===== src/rtl/refresh_pkg.sv =====
package refresh_pkg;
  localparam int DATA_W = 8;
  localparam int ADDR_W = 2;
  localparam int SEL_W  = 3;
  localparam int AREA_W = 3;
  localparam int PRE_W  = 12;

  localparam logic [ADDR_W-1:0] A_CTRL = 2'd0;
  localparam logic [ADDR_W-1:0] A_CMP  = 2'd1;
  localparam logic [ADDR_W-1:0] A_AREA = 2'd2;
  localparam logic [ADDR_W-1:0] A_CNT  = 2'd3;

  typedef enum logic [3:0] {
    SQ_IDLE, SQ_CLEAD, SQ_ACT, SQ_RREL, SQ_PRE,
    SQ_SLEAD, SQ_SHOLD, SQ_SREL, SQ_SPRE
  } seq_state_t;

  // prescaler bits that must be all ones for a given clock-source code
  function automatic int tap_bits(input int code);
    case (code)
      1: return 1;
      2: return 3;
      3: return 5;
      4: return 7;
      5: return 9;
      6: return 11;
      default: return 12;
    endcase
  endfunction
endpackage


===== src/rtl/refresh_regs.sv =====
module refresh_regs #(
  parameter int DATA_W = refresh_pkg::DATA_W,
  parameter int ADDR_W = refresh_pkg::ADDR_W,
  parameter int SEL_W  = refresh_pkg::SEL_W,
  parameter int AREA_W = refresh_pkg::AREA_W
) (
  input  logic              clk,
  input  logic              rst_n,
  input  logic              wr_en,
  input  logic [ADDR_W-1:0] wr_addr,
  input  logic [DATA_W-1:0] wr_data,
  output logic              en_q,
  output logic [SEL_W-1:0]  sel_q,
  output logic              hold_q,
  output logic [DATA_W-1:0] cmp_q,
  output logic [AREA_W-1:0] area_q,
  output logic              cnt_wr
);
  localparam int HOLD_BIT = SEL_W + 1;

  assign cnt_wr = wr_en && (wr_addr == refresh_pkg::A_CNT);

  always_ff @(posedge clk or negedge rst_n) begin
    if (!rst_n) begin
      en_q   <= 1'b0;
      sel_q  <= '0;
      hold_q <= 1'b0;
      cmp_q  <= '1;
      area_q <= '0;
    end else if (wr_en) begin
      case (wr_addr)
        refresh_pkg::A_CTRL: begin
          en_q   <= wr_data[0];
          sel_q  <= wr_data[SEL_W:1];
          hold_q <= wr_data[HOLD_BIT];
        end
        refresh_pkg::A_CMP:  cmp_q  <= wr_data;
        refresh_pkg::A_AREA: area_q <= wr_data[AREA_W-1:0];
        default: ;
      endcase
    end
  end
endmodule


===== src/rtl/refresh_prescaler.sv =====
module refresh_prescaler #(
  parameter int PRE_W = refresh_pkg::PRE_W,
  parameter int SEL_W = refresh_pkg::SEL_W
) (
  input  logic             clk,
  input  logic             rst_n,
  input  logic [SEL_W-1:0] sel,
  output logic             tick
);
  localparam int NSRC = (1 << SEL_W) - 1;

  logic [PRE_W-1:0] pcnt;
  logic [NSRC:0]    tap;

  always_ff @(posedge clk or negedge rst_n) begin
    if (!rst_n) pcnt <= '0;
    else        pcnt <= pcnt + 1'b1;
  end

  assign tap[0] = 1'b0;  // code 0: no source, counter frozen
  for (genvar g = 1; g <= NSRC; g++) begin : g_tap
    localparam int K = refresh_pkg::tap_bits(g);
    assign tap[g] = &pcnt[K-1:0];
  end

  assign tick = tap[sel];
endmodule


===== src/rtl/refresh_interval_timer.sv =====
module refresh_interval_timer #(
  parameter int CNT_W = refresh_pkg::DATA_W
) (
  input  logic             clk,
  input  logic             rst_n,
  input  logic             tick,
  input  logic             refresh_on,
  input  logic [CNT_W-1:0] cmp,
  input  logic             cnt_wr,
  input  logic [CNT_W-1:0] cnt_wdata,
  input  logic             ack,
  output logic [CNT_W-1:0] cnt_q,
  output logic             pend_q
);
  logic hit;

  assign hit = tick && !cnt_wr && (cnt_q == cmp);

  always_ff @(posedge clk or negedge rst_n) begin
    if (!rst_n) begin
      cnt_q <= '0;
    end else if (cnt_wr) begin
      cnt_q <= cnt_wdata;
    end else if (tick) begin
      cnt_q <= (cnt_q == cmp) ? '0 : cnt_q + 1'b1;
    end
  end

  // single pending flag: acceptance clears it and absorbs a same-edge match
  always_ff @(posedge clk or negedge rst_n) begin
    if (!rst_n)                 pend_q <= 1'b0;
    else if (ack)               pend_q <= 1'b0;
    else if (hit && refresh_on) pend_q <= 1'b1;
  end
endmodule


===== src/rtl/cbr_sequencer.sv =====
module cbr_sequencer #(
  parameter int ACTIVE_CYC = 2
) (
  input  logic clk,
  input  logic rst_n,
  input  logic refresh_on,
  input  logic standby,
  input  logic pend,
  output logic ack,
  output logic ras_n,
  output logic cas_n,
  output logic busy,
  output logic cbr_busy
);
  import refresh_pkg::*;

  localparam int AW = $clog2(ACTIVE_CYC + 1);

  seq_state_t    st_q, st_d;
  logic [AW-1:0] act_q, act_d;
  logic          start_sr;

  assign start_sr = (st_q == SQ_IDLE) && refresh_on && standby;
  assign ack      = (st_q == SQ_IDLE) && refresh_on && !standby && pend;

  always_comb begin
    st_d  = st_q;
    act_d = act_q;
    case (st_q)
      SQ_IDLE: begin
        if (start_sr) st_d = SQ_SLEAD;
        else if (ack) st_d = SQ_CLEAD;
      end
      SQ_CLEAD: begin
        st_d  = SQ_ACT;
        act_d = '0;
      end
      SQ_ACT: begin
        if (act_q == AW'(ACTIVE_CYC - 1)) st_d = SQ_RREL;
        else act_d = act_q + 1'b1;
      end
      SQ_RREL:  st_d = SQ_PRE;
      SQ_PRE:   st_d = SQ_IDLE;
      SQ_SLEAD: st_d = SQ_SHOLD;
      SQ_SHOLD: if (!standby) st_d = SQ_SREL;
      SQ_SREL:  st_d = SQ_SPRE;
      SQ_SPRE:  st_d = SQ_IDLE;
      default:  st_d = SQ_IDLE;
    endcase
  end

  always_ff @(posedge clk or negedge rst_n) begin
    if (!rst_n) begin
      st_q  <= SQ_IDLE;
      act_q <= '0;
    end else begin
      st_q  <= st_d;
      act_q <= act_d;
    end
  end

  always_comb begin
    ras_n = !((st_q == SQ_ACT) || (st_q == SQ_SHOLD));
    cas_n = !((st_q == SQ_CLEAD) || (st_q == SQ_ACT) || (st_q == SQ_RREL) ||
              (st_q == SQ_SLEAD) || (st_q == SQ_SHOLD) || (st_q == SQ_SREL));
    busy     = (st_q != SQ_IDLE);
    cbr_busy = (st_q == SQ_CLEAD) || (st_q == SQ_ACT) ||
               (st_q == SQ_RREL)  || (st_q == SQ_PRE);
  end
endmodule


===== src/rtl/dram_refresh_ctrl.sv =====
module dram_refresh_ctrl #(
  parameter int DATA_W     = refresh_pkg::DATA_W,
  parameter int ADDR_W     = refresh_pkg::ADDR_W,
  parameter int SEL_W      = refresh_pkg::SEL_W,
  parameter int AREA_W     = refresh_pkg::AREA_W,
  parameter int PRE_W      = refresh_pkg::PRE_W,
  parameter int ACTIVE_CYC = 2
) (
  input  logic              clk,
  input  logic              rst_n,
  input  logic              wr_en,
  input  logic [ADDR_W-1:0] wr_addr,
  input  logic [DATA_W-1:0] wr_data,
  input  logic [ADDR_W-1:0] rd_addr,
  output logic [DATA_W-1:0] rd_data,
  input  logic              standby,
  output logic              ras_n,
  output logic              cas_n,
  output logic              ext_allow,
  output logic              refresh_pending,
  output logic              seq_busy
);
  localparam int CTRL_PAD = DATA_W - SEL_W - 2;
  localparam int AREA_PAD = DATA_W - AREA_W;

  logic              en_q, hold_q, cnt_wr, tick, refresh_on, ack, cbr_busy;
  logic [SEL_W-1:0]  sel_q;
  logic [DATA_W-1:0] cmp_q, cnt_q;
  logic [AREA_W-1:0] area_q;

  refresh_regs #(.DATA_W(DATA_W), .ADDR_W(ADDR_W), .SEL_W(SEL_W), .AREA_W(AREA_W)) u_regs (
    .clk(clk), .rst_n(rst_n), .wr_en(wr_en), .wr_addr(wr_addr), .wr_data(wr_data),
    .en_q(en_q), .sel_q(sel_q), .hold_q(hold_q), .cmp_q(cmp_q), .area_q(area_q),
    .cnt_wr(cnt_wr)
  );

  assign refresh_on = en_q && (area_q != '0);

  refresh_prescaler #(.PRE_W(PRE_W), .SEL_W(SEL_W)) u_pre (
    .clk(clk), .rst_n(rst_n), .sel(sel_q), .tick(tick)
  );

  refresh_interval_timer #(.CNT_W(DATA_W)) u_tmr (
    .clk(clk), .rst_n(rst_n), .tick(tick), .refresh_on(refresh_on), .cmp(cmp_q),
    .cnt_wr(cnt_wr), .cnt_wdata(wr_data), .ack(ack), .cnt_q(cnt_q),
    .pend_q(refresh_pending)
  );

  cbr_sequencer #(.ACTIVE_CYC(ACTIVE_CYC)) u_seq (
    .clk(clk), .rst_n(rst_n), .refresh_on(refresh_on), .standby(standby),
    .pend(refresh_pending), .ack(ack), .ras_n(ras_n), .cas_n(cas_n),
    .busy(seq_busy), .cbr_busy(cbr_busy)
  );

  assign ext_allow = !(hold_q && cbr_busy);

  always_comb begin
    case (rd_addr)
      refresh_pkg::A_CTRL: rd_data = {{CTRL_PAD{1'b0}}, hold_q, sel_q, en_q};
      refresh_pkg::A_CMP:  rd_data = cmp_q;
      refresh_pkg::A_AREA: rd_data = {{AREA_PAD{1'b0}}, area_q};
      default:             rd_data = cnt_q;
    endcase
  end
endmodule


===== config.mk =====
export PLATFORM = sky130hd
export DESIGN_NAME = dram_refresh_ctrl
export DESIGN_NICKNAME = d
export VERILOG_FILES = /design/src/rtl/refresh_pkg.sv /design/src/rtl/refresh_regs.sv /design/src/rtl/refresh_prescaler.sv /design/src/rtl/refresh_interval_timer.sv /design/src/rtl/cbr_sequencer.sv /design/src/rtl/dram_refresh_ctrl.sv
export SDC_FILE = /design/constraint.sdc
export NUM_CORES = 1
export LEC_CHECK = 0
export BUFFER_PORTS_ARGS = -buffer_cell sky130_fd_sc_hd__buf_2
export CAP_MARGIN = 20
export CORE_ASPECT_RATIO = 1.5
export CORE_MARGIN = 5
export CORE_UTILIZATION = 45
export DETAILED_ROUTE_END_ITERATION = 12
export GPL_TIMING_DRIVEN = 1
export PLACE_DENSITY = 0.71
export SLEW_MARGIN = 20
export SYNTH_ARGS = -nofsm -noshare
export SYNTH_HDL_FRONTEND = slang
export SYNTH_SLANG_ARGS = --single-unit

===== constraint.sdc =====
create_clock -name clk -period 5.7 [get_ports clk]
set_clock_uncertainty 0.2 [all_clocks]
set_input_delay 1.14 -clock clk [delete_from_list [all_inputs] [get_ports clk]]
set_output_delay 1.14 -clock clk [all_outputs]
set_load 0.02 [all_outputs]

==> flow_metrics.env <==
export IMPL_ir_drop_mv=0.265
export IMPL_setup_worst_path_start_class="input port"
export IMPL_slew_headroom=0.299
export IMPL_place_worst_setup_slack_ns=2.20
export IMPL_period_needed_ns=3.48
export IMPL_synth_enable_flop_cells=0
export IMPL_start_util=0.456
export IMPL_power_mw=1.06
export IMPL_portBuffers=28
export IMPL_clockBufferDepth=2
export IMPL_p_int_mw=0.632
export IMPL_hold_class="reg -> reg"
export IMPL_cts_tree="built"
export IMPL_row_count=33
export IMPL_switching_power_mw=0.429
export IMPL_utilization=0.510
export IMPL_grt_pass1_vias=1794
export IMPL_cts_setup_buffers=0
export IMPL_synth_cell_types=48
export IMPL_dieArea_um2=7050
export IMPL_finalHoldViolations=0
export IMPL_fmax_ghz=0.287
export IMPL_arrival_ns=2.14
export IMPL_async_reset_ff_frac=1.00
export IMPL_path_clk_slew_ns=0.09
export IMPL_wl_um=5150
export IMPL_maxCapViolations=0
export IMPL_clk_latency_ns=0.31
export IMPL_p_leak_nw=1.15
export IMPL_post_cts_resized=0
export IMPL_fin_crit_sh=0.611
export IMPL_required_ns=4.36
export IMPL_drtAntennaViolNets=0
export IMPL_via_per_inst=5.68
export IMPL_path_class="in -> out"
export IMPL_tightest_slew_ns=1.05
export IMPL_syn_area_um2=2450
export IMPL_coreArea_um2=5370
export IMPL_nNetsFinal=272
export IMPL_gp_congestion=0.774
export IMPL_grt_overflow_total=0
export IMPL_grt_total_usage=0.158
export IMPL_wl_per_cell_um=16.1
export IMPL_report_final_slew_viol_count=0
export IMPL_synth_ff_type="dfrtp_1"
export IMPL_diodes=0
export IMPL_final_setup_tns_ns=0
export IMPL_grt_setup_unrepaired="false"
export IMPL_final_layout_size_suffix_gt1_frac=0.311
export IMPL_drcViolationCount=0
export IMPL_grt_pass1_wl_um=8780
export IMPL_yosysWarnings=0
export IMPL_die_x_um=70.2
export IMPL_postSynthAreaPerCell_um2=11.0
export IMPL_outcome="complete, no violations"
export IMPL_synthCells=223
export IMPL_pwr_share_clk=0.188
export IMPL_root_buffer="clkbuf_8"
export IMPL_p_seq_frac=0.443
export IMPL_ios=29
export IMPL_cp_max_fo=10
export IMPL_die_height_um=100
export IMPL_dp_hpwl_um=3770
export IMPL_switching_share=0.404
export IMPL_postCtsHoldBufs=0
export IMPL_vias=1822
export IMPL_fin_hold_ws_ns=0.271
export IMPL_cts_buffers=5
export IMPL_end_kind="output port"
export IMPL_drt_iter0_drc=109
export IMPL_ys_seq_area_frac=0.444
export IMPL_ys_ff_latch=43
export IMPL_antenna_found_initial=0
export IMPL_syn_nets=245
export IMPL_dr_pass1_iters=4
export IMPL_grt_max_degree=44
export IMPL_setup_viol=0
export IMPL_clock_sinks=43
export IMPL_fin_ws_ns=2.22
export IMPL_cellPowerDensity_nw_per_um2=388
export IMPL_p_comb_frac=0.368
export IMPL_cts_max_level=2
export IMPL_syn_to_final_growth_pct=11.7
power by group through the flow:
stage	registers, mW	clock network (mW)	logic, mW
3_3_place_gp	0.474	0	0.387
2_1_floorplan	0.437	0	0.328
6_report	0.471	0.200	0.391
3_5_place_dp	0.476	0	0.393
5_1_grt	0.484	0.218	0.438
4_1_cts	0.471	0.208	0.396
Yosys cell counts (2+ instances only):
cell,count,share of area
dfrtp_1,35,0.36
mux4_2,3,0.028
ha_1,6,0.031
a21oi_1,6,0.012
or2_2,3,0.0077
o21ai_1,4,0.0082
o21ai_0,9,0.018
dfstp_2,8,0.086
mux2_2,16,0.074
nor2b_1,5,0.013
clkbuf_1,6,0.0092
and3_1,4,0.010
and3_2,2,0.0061
nor3b_1,2,0.0061
nor4_4,3,0.026
nor2_1,11,0.017
mux2i_1,5,0.020
nor3_1,6,0.012
nand3b_1,4,0.012
a32oi_1,4,0.014
inv_1,4,0.0061
nand3_1,9,0.018
a31oi_1,5,0.013
xnor2_1,8,0.029
o31ai_1,2,0.0061
a211oi_1,4,0.012
nand2_1,19,0.029
xor2_1,10,0.036
sequential cells by signal, summed over array words and instances, names as in the netlist:
register	flops
u_regs.area_q	3
u_pre.pcnt	12
u_regs.sel_q	3
u_tmr.cnt_q	8
u_seq.act_q	2
u_regs.cmp_q	8
u_regs.hold_q	1
u_regs.en_q	1
u_tmr.pend_q	1
u_seq.st_q	4
cell usage in the layout, fill, tap and decap left out, types with 5 or more instances in the layout:
master    count
nand3_1       9
clkbuf_8      5
a31oi_1       5
ha_1          6
nor3_1        6
nor2_1       11
xor2_1       10
xnor2_1       8
mux2i_1       5
nand2_1      19
dfrtp_1      35
mux2_2       16
o21ai_0       9
nor2b_1       5
a21oi_1       6
dfstp_2       8
buf_2        27
layout make-up:
cell class,count,area [um^2]
Fill cell,530,2630
Multi-Input combinational cell,168,1310
Sequential cell,43,1090
Timing Repair Buffer,28,143
Tap cell,70,87.6
Clock buffer,5,68.8
Clock inverter,3,25.0
Inverter,4,15.0
final timing paths:
check | start | end | slack, ns | cells past startpoint
setup / recovery | rd_addr[1] | rd_data[0] | 2.22 | 3
hold / removal | u_pre.pcnt[9]$_DFF_PN0_ | u_pre.pcnt[9]$_DFF_PN0_ | 0.27 | 1
setup reg to reg | u_pre.pcnt[0]$_DFF_PN0_ | u_tmr.cnt_q[6]$_DFFE_PN0P_ | 3.00 | 8
hold reg to reg | u_pre.pcnt[9]$_DFF_PN0_ | u_pre.pcnt[9]$_DFF_PN0_ | 0.27 | 1
max in group asynchronous | rst_n | u_regs.cmp_q[5]$_DFFE_PN1P_ | 4.30 | 1
min in group asynchronous | rst_n | u_pre.pcnt[7]$_DFF_PN0_ | 0.61 | 1
kinds of logic (layout without fill, tap and decap cells):
logic type / Yosys count / after routing / share of synthesized area
AO/OA/AOI/OAI: 45 / 45 / 0.137
buffers and inverters: 12 / 40 / 0.0215
adder cells (fa/ha/maj): 6 / 6 / 0.0307
multiplexers: 24 / 24 / 0.122
XOR/XNOR: 18 / 18 / 0.0644
AND/OR/NAND/NOR: 75 / 75 / 0.181
flip-flops: 43 / 43 / 0.444
per-layer routing:
metal  GRT usage  wire length [um]
met5           0                 0
met2       0.282              2730
met1       0.185              2100
met3      0.0291               237
met4      0.0619                85
per-stage QoR:
stage               area, um^2  std cells
floorplan                 2450        223
finish                    2740        321
detailed placement        2640        313
global placement          2640        313
global route              2740        321
CTS                       2730        321
critical path: stages:
cell and delay [ns]:
buf_2 0.26, mux4_2 0.56, buf_2 0.18
(Power assumes the default switching activity.)
